===== src/rtl/gpio_pkg.sv =====
package gpio_pkg;

    localparam int NUM_BANKS  = 3;
    localparam int PIN_W      = 32;
    localparam int ADDR_W     = 8;
    localparam int GRP_W      = 4;
    localparam int GRP_LSB    = 4;
    localparam int BANK_SEL_W = 2;
    localparam int BANK_LSB   = 2;
    localparam int TOTAL_PINS = NUM_BANKS * PIN_W;

    typedef enum logic [GRP_W-1:0] {
        GRP_DIR  = 4'h0,
        GRP_POL  = 4'h1,
        GRP_DATA = 4'h2,
        GRP_SET  = 4'h3,
        GRP_CLR  = 4'h4,
        GRP_REN  = 4'h5,
        GRP_FEN  = 4'h6,
        GRP_HEN  = 4'h7,
        GRP_LEN  = 4'h8,
        GRP_STAT = 4'h9,
        GRP_EDGE = 4'hA
    } reg_grp_e;

    typedef struct packed {
        logic [PIN_W-1:0] rise;
        logic [PIN_W-1:0] fall;
        logic [PIN_W-1:0] high;
        logic [PIN_W-1:0] low;
    } trig_en_t;

    typedef struct packed {
        logic [PIN_W-1:0] dir;
        logic [PIN_W-1:0] pol;
        logic [PIN_W-1:0] dout;
    } pin_cfg_t;

    function automatic logic grp_known(input logic [GRP_W-1:0] g);
        return g <= GRP_W'(GRP_EDGE);
    endfunction

    function automatic logic [PIN_W-1:0] any_trig(input trig_en_t t);
        return t.rise | t.fall | t.high | t.low;
    endfunction

endpackage


===== src/rtl/gpio_sync.sv =====
module gpio_sync #(
    parameter int W = 32
) (
    input  logic         clk,
    input  logic         rst,
    input  logic [W-1:0] d,
    output logic [W-1:0] q
);
    logic [W-1:0] meta_q;

    always_ff @(posedge clk) begin
        if (rst) begin
            meta_q <= '0;
            q      <= '0;
        end else begin
            meta_q <= d;
            q      <= meta_q;
        end
    end
endmodule


===== src/rtl/gpio_trig_detect.sv =====
module gpio_trig_detect
    import gpio_pkg::*;
(
    input  logic             clk,
    input  logic             rst,
    input  logic [PIN_W-1:0] sensed,
    input  trig_en_t         en,
    output logic [PIN_W-1:0] hit,
    output logic [PIN_W-1:0] edge_hit
);
    logic [PIN_W-1:0] prev_q;
    logic [PIN_W-1:0] rise;
    logic [PIN_W-1:0] fall;

    always_ff @(posedge clk) begin
        if (rst) prev_q <= '0;
        else     prev_q <= sensed;
    end

    always_comb begin
        rise     = sensed & ~prev_q;
        fall     = ~sensed & prev_q;
        edge_hit = (rise & en.rise) | (fall & en.fall);
        hit      = edge_hit | (sensed & en.high) | (~sensed & en.low);
    end
endmodule


===== src/rtl/gpio_decode.sv =====
module gpio_decode
    import gpio_pkg::*;
(
    input  logic                 bus_sel,
    input  logic                 bus_we,
    input  logic [ADDR_W-1:0]    bus_addr,
    output reg_grp_e             grp,
    output logic [NUM_BANKS-1:0] bank_hit,
    output logic                 rd_en
);
    logic [GRP_W-1:0]      grp_raw;
    logic [BANK_SEL_W-1:0] bidx;
    logic                  ok;

    always_comb begin
        grp_raw = bus_addr[GRP_LSB +: GRP_W];
        bidx    = bus_addr[BANK_LSB +: BANK_SEL_W];
        ok      = bus_sel && grp_known(grp_raw) && (32'(bidx) < NUM_BANKS);
        grp     = reg_grp_e'(grp_raw);
        rd_en   = bus_sel && !bus_we;
    end

    for (genvar b = 0; b < NUM_BANKS; b++) begin : g_hit
        assign bank_hit[b] = ok && (bidx == BANK_SEL_W'(b));
    end
endmodule


===== src/rtl/gpio_bank.sv =====
module gpio_bank
    import gpio_pkg::*;
(
    input  logic             clk,
    input  logic             rst,
    input  logic             wr_en,
    input  reg_grp_e         grp,
    input  logic [PIN_W-1:0] wdata,
    input  logic [PIN_W-1:0] pad_in,
    output logic [PIN_W-1:0] rdata,
    output logic [PIN_W-1:0] pad_out,
    output logic [PIN_W-1:0] pad_oe,
    output logic [PIN_W-1:0] pend_q,
    output logic [PIN_W-1:0] edge_q,
    output logic             irq_pend
);
    pin_cfg_t         cfg_q;
    trig_en_t         en_q;
    logic [PIN_W-1:0] pad_s;
    logic [PIN_W-1:0] sensed;
    logic [PIN_W-1:0] hit;
    logic [PIN_W-1:0] edge_hit;
    logic [PIN_W-1:0] clr_mask;

    gpio_sync #(.W(PIN_W)) u_sync (
        .clk (clk),
        .rst (rst),
        .d   (pad_in),
        .q   (pad_s)
    );

    assign sensed = pad_s ^ cfg_q.pol;

    gpio_trig_detect u_det (
        .clk      (clk),
        .rst      (rst),
        .sensed   (sensed),
        .en       (en_q),
        .hit      (hit),
        .edge_hit (edge_hit)
    );

    assign clr_mask = (wr_en && grp == GRP_STAT) ? wdata : '0;

    always_ff @(posedge clk) begin
        if (rst) begin
            cfg_q <= '0;
            en_q  <= '0;
        end else if (wr_en) begin
            case (grp)
                GRP_DIR:  cfg_q.dir  <= wdata;
                GRP_POL:  cfg_q.pol  <= wdata;
                GRP_DATA: cfg_q.dout <= wdata;
                GRP_SET:  cfg_q.dout <= cfg_q.dout | wdata;
                GRP_CLR:  cfg_q.dout <= cfg_q.dout & ~wdata;
                GRP_REN:  en_q.rise  <= wdata;
                GRP_FEN:  en_q.fall  <= wdata;
                GRP_HEN:  en_q.high  <= wdata;
                GRP_LEN:  en_q.low   <= wdata;
                default:  ;
            endcase
        end
    end

    always_ff @(posedge clk) begin
        if (rst) begin
            pend_q <= '0;
            edge_q <= '0;
        end else begin
            pend_q <= (pend_q & ~clr_mask) | hit;
            edge_q <= (edge_q & ~clr_mask) | edge_hit;
        end
    end

    always_comb begin
        case (grp)
            GRP_DIR:  rdata = cfg_q.dir;
            GRP_POL:  rdata = cfg_q.pol;
            GRP_DATA: rdata = (cfg_q.dir & cfg_q.dout) | (~cfg_q.dir & pad_s);
            GRP_REN:  rdata = en_q.rise;
            GRP_FEN:  rdata = en_q.fall;
            GRP_HEN:  rdata = en_q.high;
            GRP_LEN:  rdata = en_q.low;
            GRP_STAT: rdata = pend_q;
            GRP_EDGE: rdata = edge_q;
            default:  rdata = '0;
        endcase
    end

    assign pad_out  = cfg_q.dout;
    assign pad_oe   = cfg_q.dir;
    assign irq_pend = |(pend_q & any_trig(en_q));
endmodule


===== src/rtl/gpio_banked_ctrl.sv =====
module gpio_banked_ctrl
    import gpio_pkg::*;
(
    input  logic                  clk,
    input  logic                  rst,
    input  logic                  bus_sel,
    input  logic                  bus_we,
    input  logic [ADDR_W-1:0]     bus_addr,
    input  logic [PIN_W-1:0]      bus_wdata,
    output logic [PIN_W-1:0]      bus_rdata,
    input  logic [TOTAL_PINS-1:0] pins_in,
    output logic [TOTAL_PINS-1:0] pins_out,
    output logic [TOTAL_PINS-1:0] pins_oe,
    output logic                  irq
);
    reg_grp_e              grp;
    logic [NUM_BANKS-1:0]  bank_hit;
    logic                  rd_en;
    logic [PIN_W-1:0]      bank_rdata [NUM_BANKS];
    logic [NUM_BANKS-1:0]  bank_irq;
    logic [TOTAL_PINS-1:0] stat_flat;
    logic [TOTAL_PINS-1:0] edge_flat;

    gpio_decode u_dec (
        .bus_sel  (bus_sel),
        .bus_we   (bus_we),
        .bus_addr (bus_addr),
        .grp      (grp),
        .bank_hit (bank_hit),
        .rd_en    (rd_en)
    );

    for (genvar b = 0; b < NUM_BANKS; b++) begin : g_bank
        gpio_bank u_bank (
            .clk      (clk),
            .rst      (rst),
            .wr_en    (bank_hit[b] && bus_we),
            .grp      (grp),
            .wdata    (bus_wdata),
            .pad_in   (pins_in[b*PIN_W +: PIN_W]),
            .rdata    (bank_rdata[b]),
            .pad_out  (pins_out[b*PIN_W +: PIN_W]),
            .pad_oe   (pins_oe[b*PIN_W +: PIN_W]),
            .pend_q   (stat_flat[b*PIN_W +: PIN_W]),
            .edge_q   (edge_flat[b*PIN_W +: PIN_W]),
            .irq_pend (bank_irq[b])
        );
    end

    always_comb begin
        bus_rdata = '0;
        for (int b = 0; b < NUM_BANKS; b++) begin
            if (rd_en && bank_hit[b]) bus_rdata = bus_rdata | bank_rdata[b];
        end
    end

    assign irq = |bank_irq;
endmodule


===== config.mk =====
export PLATFORM = sky130hd
export DESIGN_NAME = gpio_banked_ctrl
export DESIGN_NICKNAME = d
export VERILOG_FILES = /design/src/rtl/gpio_pkg.sv /design/src/rtl/gpio_sync.sv /design/src/rtl/gpio_trig_detect.sv /design/src/rtl/gpio_decode.sv /design/src/rtl/gpio_bank.sv /design/src/rtl/gpio_banked_ctrl.sv
export SDC_FILE = /design/constraint.sdc
export NUM_CORES = 2
export LEC_CHECK = 0
export BUFFER_PORTS_ARGS = -buffer_cell sky130_fd_sc_hd__buf_2
export CORE_MARGIN = 10
export CORE_UTILIZATION = 45
export CTS_CLUSTER_DIAMETER = 60
export CTS_CLUSTER_SIZE = 10
export DETAILED_ROUTE_END_ITERATION = 7
export PLACE_DENSITY = 0.75
export SYNTH_ARGS = -nofsm -noshare
export SYNTH_HDL_FRONTEND = slang
export SYNTH_SLANG_ARGS = --single-unit

===== constraint.sdc =====
create_clock -name clk -period 1.9 [get_ports clk]
set_input_delay 0.19 -clock clk [delete_from_list [all_inputs] [get_ports clk]]
set_output_delay 0.19 -clock clk [all_outputs]
set_load 0.01 [all_outputs]

==> impl_metrics.ini <==
[placement]
gp_congestion = 1.095
dp_cells = 8652
postPlaceCellArea_um2 = 62740
dp_slack_ps = -1202
dpl.hpwl_um = 186400
portBuffers = 362

[power]
totalPowerFinal_mw = 53.57
worst_ir_drop_vdd_mv = 0.8723
power.density_nw_per_um2 = 762.2
leakage_nw = 26.98

[critical_path]
cp-end-kind = output port
crit_chain = o41ai_2 -> buf_4 -> nand4_1 -> nor4_4 -> and4_1 -> nand3_1 -> buf_6 -> buf_6
crit_required_ps = 1710
crit_path_top_delay_cell = nor4_4
startpoint_type = flop
critical_path_class = reg2out
cpPeakStageDelay_ps = 390
crit_fanout = 2
cpMostUsedCell = buf_6
cp.arrival_ps = 2880

[timing]
finalCritPeriodShare = 1.617
period_needed_ps = 3072
setup_ws_ps = -1172
finalHoldViolations = 0
rsz0062_at_grt = yes
finalSetupViolCount = 36
slew_headroom = 0.4499
max_slew.worst_pin.slew_ps = 822.1
slew_viol_final = 0
clock_skew_ps = 34.40
fmax_ghz = 0.3255

[outcome]
violations = design-rule violations, negative setup slack
status = finished, violations left

[final_layout]
drive_above_1_share = 0.2963
final_cell_mix = nand2_1, buf_4, dfxtp_1
utilization = 0.6256
area_growth_pct = 38.31
stdcell_area_um2 = 70290
nFillCells = 9125
final_nets = 7578
final_cells = 8988
final_common_cell = nand2_1

[cts]
clock-root-buffer = clkbuf_16
clock_path_buffers = 3
cts_tree = yes
insertion_delay_ps = 780
htreeDepth = 4
clk_pin_slew_ps = 50
cts.sinks = 1152
cts_buffers = 139

[die]
dieHeight_um = 356.1
die_area_um2 = 126800
row_count = 123
fp.dieW_um = 356.1
ios = 365
fp.coreArea_um2 = 112300
start_util = 0.4523

[detailed_routing]
postRouteAntennaNets = 0
vias = 57070
first_iter_violations = 9585
drt_pass1_iterations = 8
remaining_drc_errors = 5
routed_wl_um = 262000
avgViaCountPerCell = 6.350
routedWlPerCell_um = 29.15

[logic_synthesis]
synth_area_leaders = dfxtp_1, nand2_1, a21oi_1, mux2i_1, buf_4
syn-num-nets = 6326
synth_top_area_cell = dfxtp_1
synth-main-ff-cell = dfxtp_1
synth_edf_count = 0
yosysTopAreaCellShare = 0.4538
ys_seq_area_frac = 0.4538
syn_inst = 6186
yosysWarnings = 0
synth_async_sr_flop_share = 0
mappedNetlistArea_um2 = 50820
synth-seq-cells = 1152
synth_cell_types = 83
syn_area_per_cell_um2 = 8.215

[grt]
grt_pass1_wl_um = 367200
met2_usage = 0.5375
grt_max_degree = 103
antenna_found_initial = 21
grt_remaining_overflow = 0
busiest_layer = met2
use_met1 = 0.4863
grt_pass1_vias = 53200
grt_usage = 0.3910
use_met3 = 0.1765

[run]
drv_cap = 0

[worst_hold_path]
hold_path_class = in2reg
==> what timing repair did <==
| action | in CTS | in global routing |
|---|---|---|
| hold buffers | 131 | 0 |
| gates resized for setup | 331 | 128 |
| buffers inserted | 16 | 10 |
| endpoints found under the hold margin | 613 | 0 |
| endpoints found under the setup margin | 33 | 33 |
| gates cloned | 0 | 1 |
| pin swaps | 111 | 66 |
==> final cells by class <==
cell class	instances	area [um2]	area share
Sequential cell	1152	23180	0.3298
Clock inverter	22	314.1	0.004468
Inverter	23	86.33	0.001228
Antenna cell	12	30.03	0.0004272
Tap cell	1500	1877	0.02670
Timing Repair Buffer	1794	15190	0.2161
Multi-Input combinational cell	4328	25900	0.3685
Clock buffer	157	3701	0.05266
==> report_power, final <==
part           switching (mW)  total, mW  internal [mW]
Combinational            2.59       4.10           1.51
Clock                    10.6       24.8           14.2
Sequential              0.212       24.7           24.4
==> path summary, 6_finish.rpt <==
check                                startpoint                           endpoint  slack [ps]  cells after the start
max                  g_bank[0].u_bank.en_q[124]                                irq       -1170                      8
min                                 pins_in[69]  g_bank[2].u_bank.u_sync.meta_q[5]         160                      3
max reg2reg          g_bank[0].u_bank.cfg_q[59]        g_bank[0].u_bank.edge_q[27]         330                      5
min reg2reg  g_bank[0].u_bank.u_sync.meta_q[28]      g_bank[0].u_bank.u_sync.q[28]         410                      1
==> synthesized netlist by cell type (all sizes together), types with 6 or more instances <==
master / number
o211ai: 36
nor3: 10
nand3b: 14
o22a: 8
mux2i: 231
a221o: 12
nor3b: 107
o41ai: 103
a221oi: 27
xnor2: 114
mux2: 19
o2bb2ai: 6
nor2b: 202
dfxtp: 1152
a211oi: 34
a21oi: 805
a2111oi: 6
nor4: 8
nand3: 11
a31oi: 200
o221ai: 37
a32o: 8
o22ai: 52
o21ai: 152
nand4: 25
a32oi: 10
nand2: 1629
a222oi: 12
clkbuf: 298
a22oi: 134
inv: 23
and3b: 7
o31ai: 14
buf: 385
nor2: 200
o2111ai: 6
a22o: 38
==> registers in the layout, summed over array words and instances, names as in the netlist <==
signal and count:
g_bank.u_bank.en_q 384, g_bank.u_bank.pad_oe 96, g_bank.u_bank.u_sync.meta_q 96, g_bank.u_bank.edge_q 96
g_bank.u_bank.cfg_q 96, g_bank.u_bank.pend_q 96, g_bank.u_bank.u_det.prev_q 96, g_bank.u_bank.pad_out 96
g_bank.u_bank.u_sync.q 96
==> kinds of logic (layout without fill, tap and decap cells) <==
logic type / Yosys count / after routing / share of synthesized area
compound gates: 1718 / 1718 / 0.2108
xor+xnor: 114 / 114 / 0.01965
buf+inv: 706 / 1996 / 0.07236
flops: 1152 / 1152 / 0.4538
mux: 252 / 252 / 0.05060
other cells: 0 / 12 / 0
simple gates: 2244 / 2244 / 0.1928
==> metrics by stage <==
step           setup TNS (ps)  hold slack [ps]
3_3_place_gp          -345230            397.6
2_1_floorplan          -50.87            318.2
4_1_cts                -23080            125.5
3_5_place_dp          -358710            402.1
6_report               -23480            164.5
5_1_grt                -24010            172.9
==> worst max-delay path: cells and delay by family (launching register included) <==
family | cells | cell delay, ps
compound gates | 1 | 380
buf+inv | 3 | 550
flops | 1 | 330
simple gates | 4 | 870
==> layer usage <==
layer | vias to the layer above | share of wire
met3 | 1350 | 0.17
met2 | 5070 | 0.39
li1 | 23870 | -
met5 | - | 0.00086
met1 | 26750 | 0.36
met4 | 28 | 0.082
Power figures use the tool's default switching activity.
